### src/rtl/pllseq_pkg.sv
package pllseq_pkg;
  localparam int NI_W    = 8;
  localparam int RATIO_W = NI_W + 2;

  localparam int A_STAT = 0;
  localparam int A_ERR  = 1;
  localparam int A_LEN  = 2;
  localparam int A_PRI  = 16;
  localparam int A_SEC  = 24;

  typedef struct packed {
    logic [NI_W-1:0] ni;
    logic [2:0]      mode;
    logic [6:0]      rate;
    logic [6:0]      depth;
  } ctrl_word_t;

  // Slot to channel number: slots 0..3 hold channels 1..4, later slots skip 5.
  function automatic int chan_num(input int slot);
    return (slot < 4) ? slot + 1 : slot + 2;
  endfunction

  // Status bit position of the settled flag of a slot.
  function automatic int settle_bit(input int slot);
    int n;
    int k;
    n = chan_num(slot);
    if (n < 3)      k = n - 1;
    else if (n > 3) k = n + 1;
    else            k = n;
    return 8 + k;
  endfunction
endpackage

### src/rtl/pllseq_settle.sv
module pllseq_settle #(
  parameter int CNT_W = 16
) (
  input  logic             clk,
  input  logic             rst,
  input  logic             start,
  input  logic [CNT_W-1:0] len,
  output logic             busy_o,
  output logic             done_o
);
  logic [CNT_W-1:0] cnt_q;
  logic             busy_q;

  always_ff @(posedge clk) begin
    if (rst) begin
      cnt_q  <= '0;
      busy_q <= 1'b0;
    end else if (start) begin
      cnt_q  <= len;
      busy_q <= 1'b1;
    end else if (busy_q) begin
      if (cnt_q == CNT_W'(1)) begin
        busy_q <= 1'b0;
        cnt_q  <= '0;
      end else begin
        cnt_q <= cnt_q - CNT_W'(1);
      end
    end
  end

  assign busy_o = busy_q;
  assign done_o = busy_q && (cnt_q == CNT_W'(1));

  assert_busy_nonzero_R4: assert property (@(posedge clk) disable iff (rst)
    busy_q |-> (cnt_q != '0));
  assert_start_busy_R4: assert property (@(posedge clk) disable iff (rst)
    start |=> busy_q);
  assert_done_idle_R4: assert property (@(posedge clk) disable iff (rst)
    done_o |=> !busy_q);
endmodule

### src/rtl/pllseq_chan.sv
module pllseq_chan
  import pllseq_pkg::*;
#(
  parameter int CNT_W = 16
) (
  input  logic               clk,
  input  logic               rst,
  input  logic               wr_pri,
  input  logic               wr_sec,
  input  logic               err_clr,
  input  logic [31:0]        wdata,
  input  logic [CNT_W-1:0]   len_eff,
  output logic [31:0]        pri_rd,
  output logic [31:0]        sec_rd,
  output logic               settled_o,
  output logic               err_o,
  output logic [RATIO_W-1:0] ratio_o,
  output logic               frac_o,
  output logic               dither_o,
  output logic               center_o
);
  ctrl_word_t         cw_q;
  logic [31:0]        sec_q;
  logic               settled_q;
  logic               err_q;
  logic [RATIO_W-1:0] ratio_q;
  logic               busy;
  logic               done;
  logic               start;
  logic [RATIO_W-1:0] ni_plus;

  assign start   = wr_pri && !busy && wdata[31];
  assign ni_plus = RATIO_W'(cw_q.ni) + RATIO_W'(1);

  pllseq_settle #(.CNT_W(CNT_W)) u_settle (
    .clk    (clk),
    .rst    (rst),
    .start  (start),
    .len    (len_eff),
    .busy_o (busy),
    .done_o (done)
  );

  always_ff @(posedge clk) begin
    if (rst) begin
      cw_q      <= '0;
      sec_q     <= '0;
      settled_q <= 1'b0;
      err_q     <= 1'b0;
      ratio_q   <= RATIO_W'(2);
    end else begin
      if (wr_sec) sec_q <= wdata;
      if (wr_pri) begin
        cw_q.mode  <= wdata[18:16];
        cw_q.rate  <= wdata[14:8];
        cw_q.depth <= wdata[6:0];
        if (!busy) cw_q.ni <= wdata[27:20];
      end
      if (wr_pri && busy) err_q <= 1'b1;
      else if (err_clr)   err_q <= 1'b0;
      if (done) begin
        settled_q <= 1'b1;
        ratio_q   <= {ni_plus[RATIO_W-2:0], 1'b0};
      end else if (start) begin
        settled_q <= 1'b0;
      end
    end
  end

  assign pri_rd    = {busy, 3'b000, cw_q.ni, 1'b0, cw_q.mode, 1'b0, cw_q.rate, 1'b0, cw_q.depth};
  assign sec_rd    = sec_q;
  assign settled_o = settled_q;
  assign err_o     = err_q;
  assign ratio_o   = ratio_q;
  assign frac_o    = cw_q.mode[2] | (|sec_q);
  assign dither_o  = cw_q.mode[1];
  assign center_o  = cw_q.mode[0];

  assert_ni_hold_busy_R7: assert property (@(posedge clk) disable iff (rst)
    (busy && wr_pri) |=> (cw_q.ni == $past(cw_q.ni)));
  assert_err_on_busy_write_R7: assert property (@(posedge clk) disable iff (rst)
    (busy && wr_pri) |=> err_q);
  assert_settled_at_finish_R4: assert property (@(posedge clk) disable iff (rst)
    $fell(busy) |-> settled_q);
  assert_commit_clears_flag_R6: assert property (@(posedge clk) disable iff (rst)
    $rose(busy) |-> !settled_q);
  assert_ratio_only_on_finish_R3: assert property (@(posedge clk) disable iff (rst)
    !done |=> $stable(ratio_q));
endmodule

### src/rtl/pllseq_top.sv
module pllseq_top
  import pllseq_pkg::*;
#(
  parameter int NCH        = 5,
  parameter int CNT_W      = 16,
  parameter int DEF_SETTLE = 64,
  parameter int ADDR_W     = 6
) (
  input  logic                   clk,
  input  logic                   rst,
  input  logic                   wr_en,
  input  logic                   rd_en,
  input  logic [ADDR_W-1:0]      addr,
  input  logic [31:0]            wdata,
  output logic [31:0]            rdata,
  output logic [NCH*RATIO_W-1:0] ratio_o,
  output logic [NCH-1:0]         frac_o,
  output logic [NCH-1:0]         dither_o,
  output logic [NCH-1:0]         center_o
);
  logic [CNT_W-1:0] len_q;
  logic [CNT_W-1:0] len_eff;
  logic [31:0]      pri_rd [NCH];
  logic [31:0]      sec_rd [NCH];
  logic [NCH-1:0]   settled;
  logic [NCH-1:0]   err;
  logic [31:0]      stat_w;
  logic [31:0]      rd_next;

  assign len_eff = (len_q == '0) ? CNT_W'(1) : len_q;

  always_ff @(posedge clk) begin
    if (rst)                                     len_q <= CNT_W'(DEF_SETTLE);
    else if (wr_en && addr == ADDR_W'(A_LEN))    len_q <= wdata[CNT_W-1:0];
  end

  for (genvar g = 0; g < NCH; g++) begin : g_chan
    pllseq_chan #(.CNT_W(CNT_W)) u_chan (
      .clk       (clk),
      .rst       (rst),
      .wr_pri    (wr_en && addr == ADDR_W'(A_PRI + g)),
      .wr_sec    (wr_en && addr == ADDR_W'(A_SEC + g)),
      .err_clr   (wr_en && addr == ADDR_W'(A_ERR) && wdata[g]),
      .wdata     (wdata),
      .len_eff   (len_eff),
      .pri_rd    (pri_rd[g]),
      .sec_rd    (sec_rd[g]),
      .settled_o (settled[g]),
      .err_o     (err[g]),
      .ratio_o   (ratio_o[g*RATIO_W +: RATIO_W]),
      .frac_o    (frac_o[g]),
      .dither_o  (dither_o[g]),
      .center_o  (center_o[g])
    );
  end

  always_comb begin
    stat_w = '0;
    for (int i = 0; i < NCH; i++) stat_w[5'(settle_bit(i))] = settled[i];
  end

  always_comb begin
    rd_next = '0;
    if (addr == ADDR_W'(A_STAT)) rd_next = stat_w;
    if (addr == ADDR_W'(A_ERR))  rd_next = 32'(err);
    if (addr == ADDR_W'(A_LEN))  rd_next = 32'(len_q);
    for (int i = 0; i < NCH; i++) begin
      if (addr == ADDR_W'(A_PRI + i)) rd_next = pri_rd[i];
      if (addr == ADDR_W'(A_SEC + i)) rd_next = sec_rd[i];
    end
  end

  always_ff @(posedge clk) begin
    if (rst)        rdata <= '0;
    else if (rd_en) rdata <= rd_next;
  end

  assert_err_sticky_R7: assert property (@(posedge clk) disable iff (rst)
    (!(wr_en && addr == ADDR_W'(A_ERR))) |=> ((err & $past(err)) == $past(err)));
endmodule

### config.mk
export PLATFORM = sky130hd
export DESIGN_NAME = pllseq_top
export DESIGN_NICKNAME = d
export VERILOG_FILES = /design/src/rtl/pllseq_pkg.sv /design/src/rtl/pllseq_settle.sv /design/src/rtl/pllseq_chan.sv /design/src/rtl/pllseq_top.sv
export SDC_FILE = /design/constraint.sdc
export NUM_CORES = 1
export LEC_CHECK = 0
export ABC_CLOCK_PERIOD_IN_PS = 7850
export BUFFER_PORTS_ARGS = -buffer_cell sky130_fd_sc_hd__buf_2
export CELL_PAD_IN_SITES_DETAIL_PLACEMENT = 0
export CELL_PAD_IN_SITES_GLOBAL_PLACEMENT = 2
export CORE_UTILIZATION = 39
export CTS_CLUSTER_SIZE = 8
export DETAILED_ROUTE_END_ITERATION = 7
export HOLD_SLACK_MARGIN = 0.02
export PLACE_DENSITY_LB_ADDON = 0.1
export SETUP_SLACK_MARGIN = 0.05
export SYNTH_ARGS = -nofsm -noshare
export SYNTH_HDL_FRONTEND = slang
export SYNTH_SLANG_ARGS = --single-unit
### constraint.sdc
create_clock -name clk -period 7.85 [get_ports clk]
set_clock_uncertainty 0.15 [all_clocks]
set_input_delay 1.57 -clock clk [delete_from_list [all_inputs] [get_ports clk]]
set_output_delay 1.57 -clock clk [all_outputs]
set_load 0.005 [all_outputs]
==> out/metrics.yaml <==
logic_synthesis:
  synth_area_leaders: "dfxtp_1 42%, nand2_1 11%, a21oi_1 7.5%"
  ys_types: 98
  yosysMostFrequentCell: "nand2_1"
  yosys_warnings: 0
  synth-edff-count: 0
  synth_area_um2: 22700
  async_flop_share_pct: 0
  post-synth-top-area-fraction_pct: 41.7
  synth_largest_area_cell: "dfxtp_1"
  synth_seq_cells: 473
  ys_seq_area_share_pct: 41.7
  yosys_most_used_dff: "dfxtp_1"
  syn_avg_cell_area_um2: 7.86
  synth_cells: 2888
  synth_common_cells: "694 x nand2_1, 473 x dfxtp_1, 341 x a21oi_1"
worst_setup_path:
  path_class: "flip-flop to output pin"
  path_delay_family: "simple AND/OR/NAND/NOR gates"
  required_ns: 6.13
  worstSetupPathDepth: 5
  crit_fanout: 3
  reg2reg_depth: 7
  max_stage_delay_ns: 0.83
  worstPathArrival_ns: 2.97
  worstSetupEndpointType: "output pin"
  critPathLaunch: "g_chan[2].u_chan.sec_rd[26]"
  crit_chain: "nor4_1, nand4_1, nor4_1, nand2_1, buf_2"
  cp_common_cell: "nor4_1"
  rr_startpoint: "g_chan[4].u_chan.u_settle.cnt_q[1]"
  slowest_stage: "nor4_1"
  critPathBufInv: 1
  start_kind: "flip-flop"
drt:
  topRoutingLayerUsed: "met4"
  ant_nets: 0
  dr.pass1.iters: 5
  wl_per_cell_um: 25.2
  routed_via_density: 5.99
  wl_um: 92100
  drt-met1-wl_um: 40900
  drt_first_iter_violations: 2193
  vias: 21900
  wl_met2_um: 42000
  wl_met3_um: 6470
  drc: 0
power:
  p_leak_nw: 9.02
  p_per_area_nw_per_um2: 213
  vdd_ir_drop_max_uv: 137
floorplanning:
  coreArea_um2: 57600
  die_w_um: 243
  fp.dieArea_um2: 59100
  initial_core_util_pct: 39.4
  num_rows: 88
  die_h_um: 243
  ios: 139
timing:
  setup_viol: 0
  finalWorstSetupSlack_ns: 3.16
  timing.setup.tns_ns: 0
  slew_viol_final: 0
  period_share_pct: 59.7
  worstMarginPinSlew_ns: 1.31
  rsz0062_at_grt: "false"
  clock.fmax_ghz: 0.213
  relSlewSlack_pct: 12.4
  layout_min_cycle_time_ns: 4.69
  final_hold_viol_count: 0
clocking:
  cts_buffers: 69
  clock_path_buffers: 3
  cts_setup_buffers: 0
  clk_pin_slew_ns: 0.05
  clock-root-buffer: "clkbuf_16"
  post_cts_resized: 0
  cts_tree: "yes"
  h-tree-depth: 3
  ctsHoldBuffers: 0
  insertion_delay_ns: 0.59
  cts.sinks: 473
cells_and_area:
  syn2layout_area_growth_pct: 11.8
  final_cell_area_um2: 25400
  drive_above_1_share_pct: 10.8
  final_nets: 2936
  fin_cells: 3653
run_status:
  status: "finished clean"
job:
  maxCapViolations: 0
grt:
  grtUsageTotal_pct: 30.5
  gr-total-overflow: 0
  grt_max_degree: 193
  grt_first_pass_wirelength_um: 137000
  grt_pass1_vias: 20700
  antenna_found_initial: 1
worst_hold_path:
  hp-start: "g_chan[3].u_chan.ratio_o[2]"
  hp-class: "flip-flop to flip-flop"
  holdPathStages: 2
placed_design:
  dp_cells: 3573
  dpl_worst_slack_ns: 2.94
  place_hpwl_um: 62300
  gp_congestion: 0.862
  io_buffers: 133
  post_dp_cell_area_um2: 23500
[cells in the final DEF, fill, tap and decap left out, types with 28 or more instances in the layout]
cell	instances
xnor2_1	39
nor2_1	187
dfxtp_1	473
and3_1	39
inv_1	40
buf_2	132
buf_4	37
nor3_1	36
nand2_1	694
nor4_1	70
nand3_1	48
o21ai_0	54
a211oi_1	49
a22oi_1	28
clkbuf_16	71
a21oi_1	341
mux2i_1	43
[cells by family (layout without fill, tap and decap cells)]
kind of cell | count (synthesis) | in the layout | share of synthesized area (%)
compound gates | 747 | 747 | 21.5
xor+xnor | 63 | 63 | 2.43
fa+ha+maj | 15 | 15 | 0.827
buf+inv | 296 | 290 | 5.70
flops | 473 | 473 | 41.7
mux | 52 | 52 | 2.39
other cells | 1 | 7 | 0.0165
simple gates | 1241 | 1241 | 25.4
[through the flow]
stage / hold slack (ns) / total power, W / util, %
detailed placement: 0.294 / 0.00277 / 40.8
floorplan: 0.281 / 0.00266 / -
global placement: 0.290 / 0.00276 / 40.8
global route: 0.324 / 0.00556 / 44.0
finish: 0.299 / 0.00541 / 44.0
CTS: 0.301 / 0.00545 / 44.0
[cell type report]
cell class	count	area (um^2)
Timing Repair Buffer	171	973
Fill cell	5725	32200
Clock inverter	5	57.6
Inverter	41	154
Clock buffer	73	1780
Antenna cell	2	5.00
Tap cell	765	957
Sequential cell	473	9470
Multi-Input combinational cell	2123	12000
[metal layers]
metal | vias to the layer above | global-route usage [%]
li1 | 10200 | -
met1 | 10700 | 42.2
met2 | 815 | 48.4
met3 | 157 | 4.47
met4 | 0 | 10.2
met5 | - | 0
[sequential cells by signal, summed over array words and instances, names as in the netlist]
signal                         cells
g_chan.u_chan.center_o             5
g_chan.u_chan.dither_o             5
g_chan.u_chan.err_o                5
g_chan.u_chan.pri_rd             115
g_chan.u_chan.ratio_o             45
g_chan.u_chan.sec_rd             160
g_chan.u_chan.settled_o            5
g_chan.u_chan.u_settle.busy_o      5
g_chan.u_chan.u_settle.cnt_q      80
len_q                             16
rdata                             32
[power by group]
group	total (W)	switching, W	internal, W	leakage, nW
logic	0.000293	0.000220	0.0000733	4.30
clock network	0.00268	0.00109	0.00159	0.900
registers	0.00243	0.0000147	0.00242	3.81
total	0.00541	0.00132	0.00409	9.02
[final timing paths]
path                                         end  slack (ns)
max                                    frac_o[2]        3.16
min                  g_chan[3].u_chan.ratio_o[2]        0.30
max reg2reg  g_chan[4].u_chan.u_settle.cnt_q[10]        4.96
min reg2reg          g_chan[3].u_chan.ratio_o[2]        0.30
[worst register-to-register path: stages (launching register included)]
cell	delay, ns
dfxtp_1	0.30
inv_1	0.10
ha_1	0.18
or3b_2	0.50
nor4b_4	0.59
nand2_1	0.44
nand3_1	0.36
o21ai_0	0.14
Note: power is estimated with default switching activity, not from simulation.
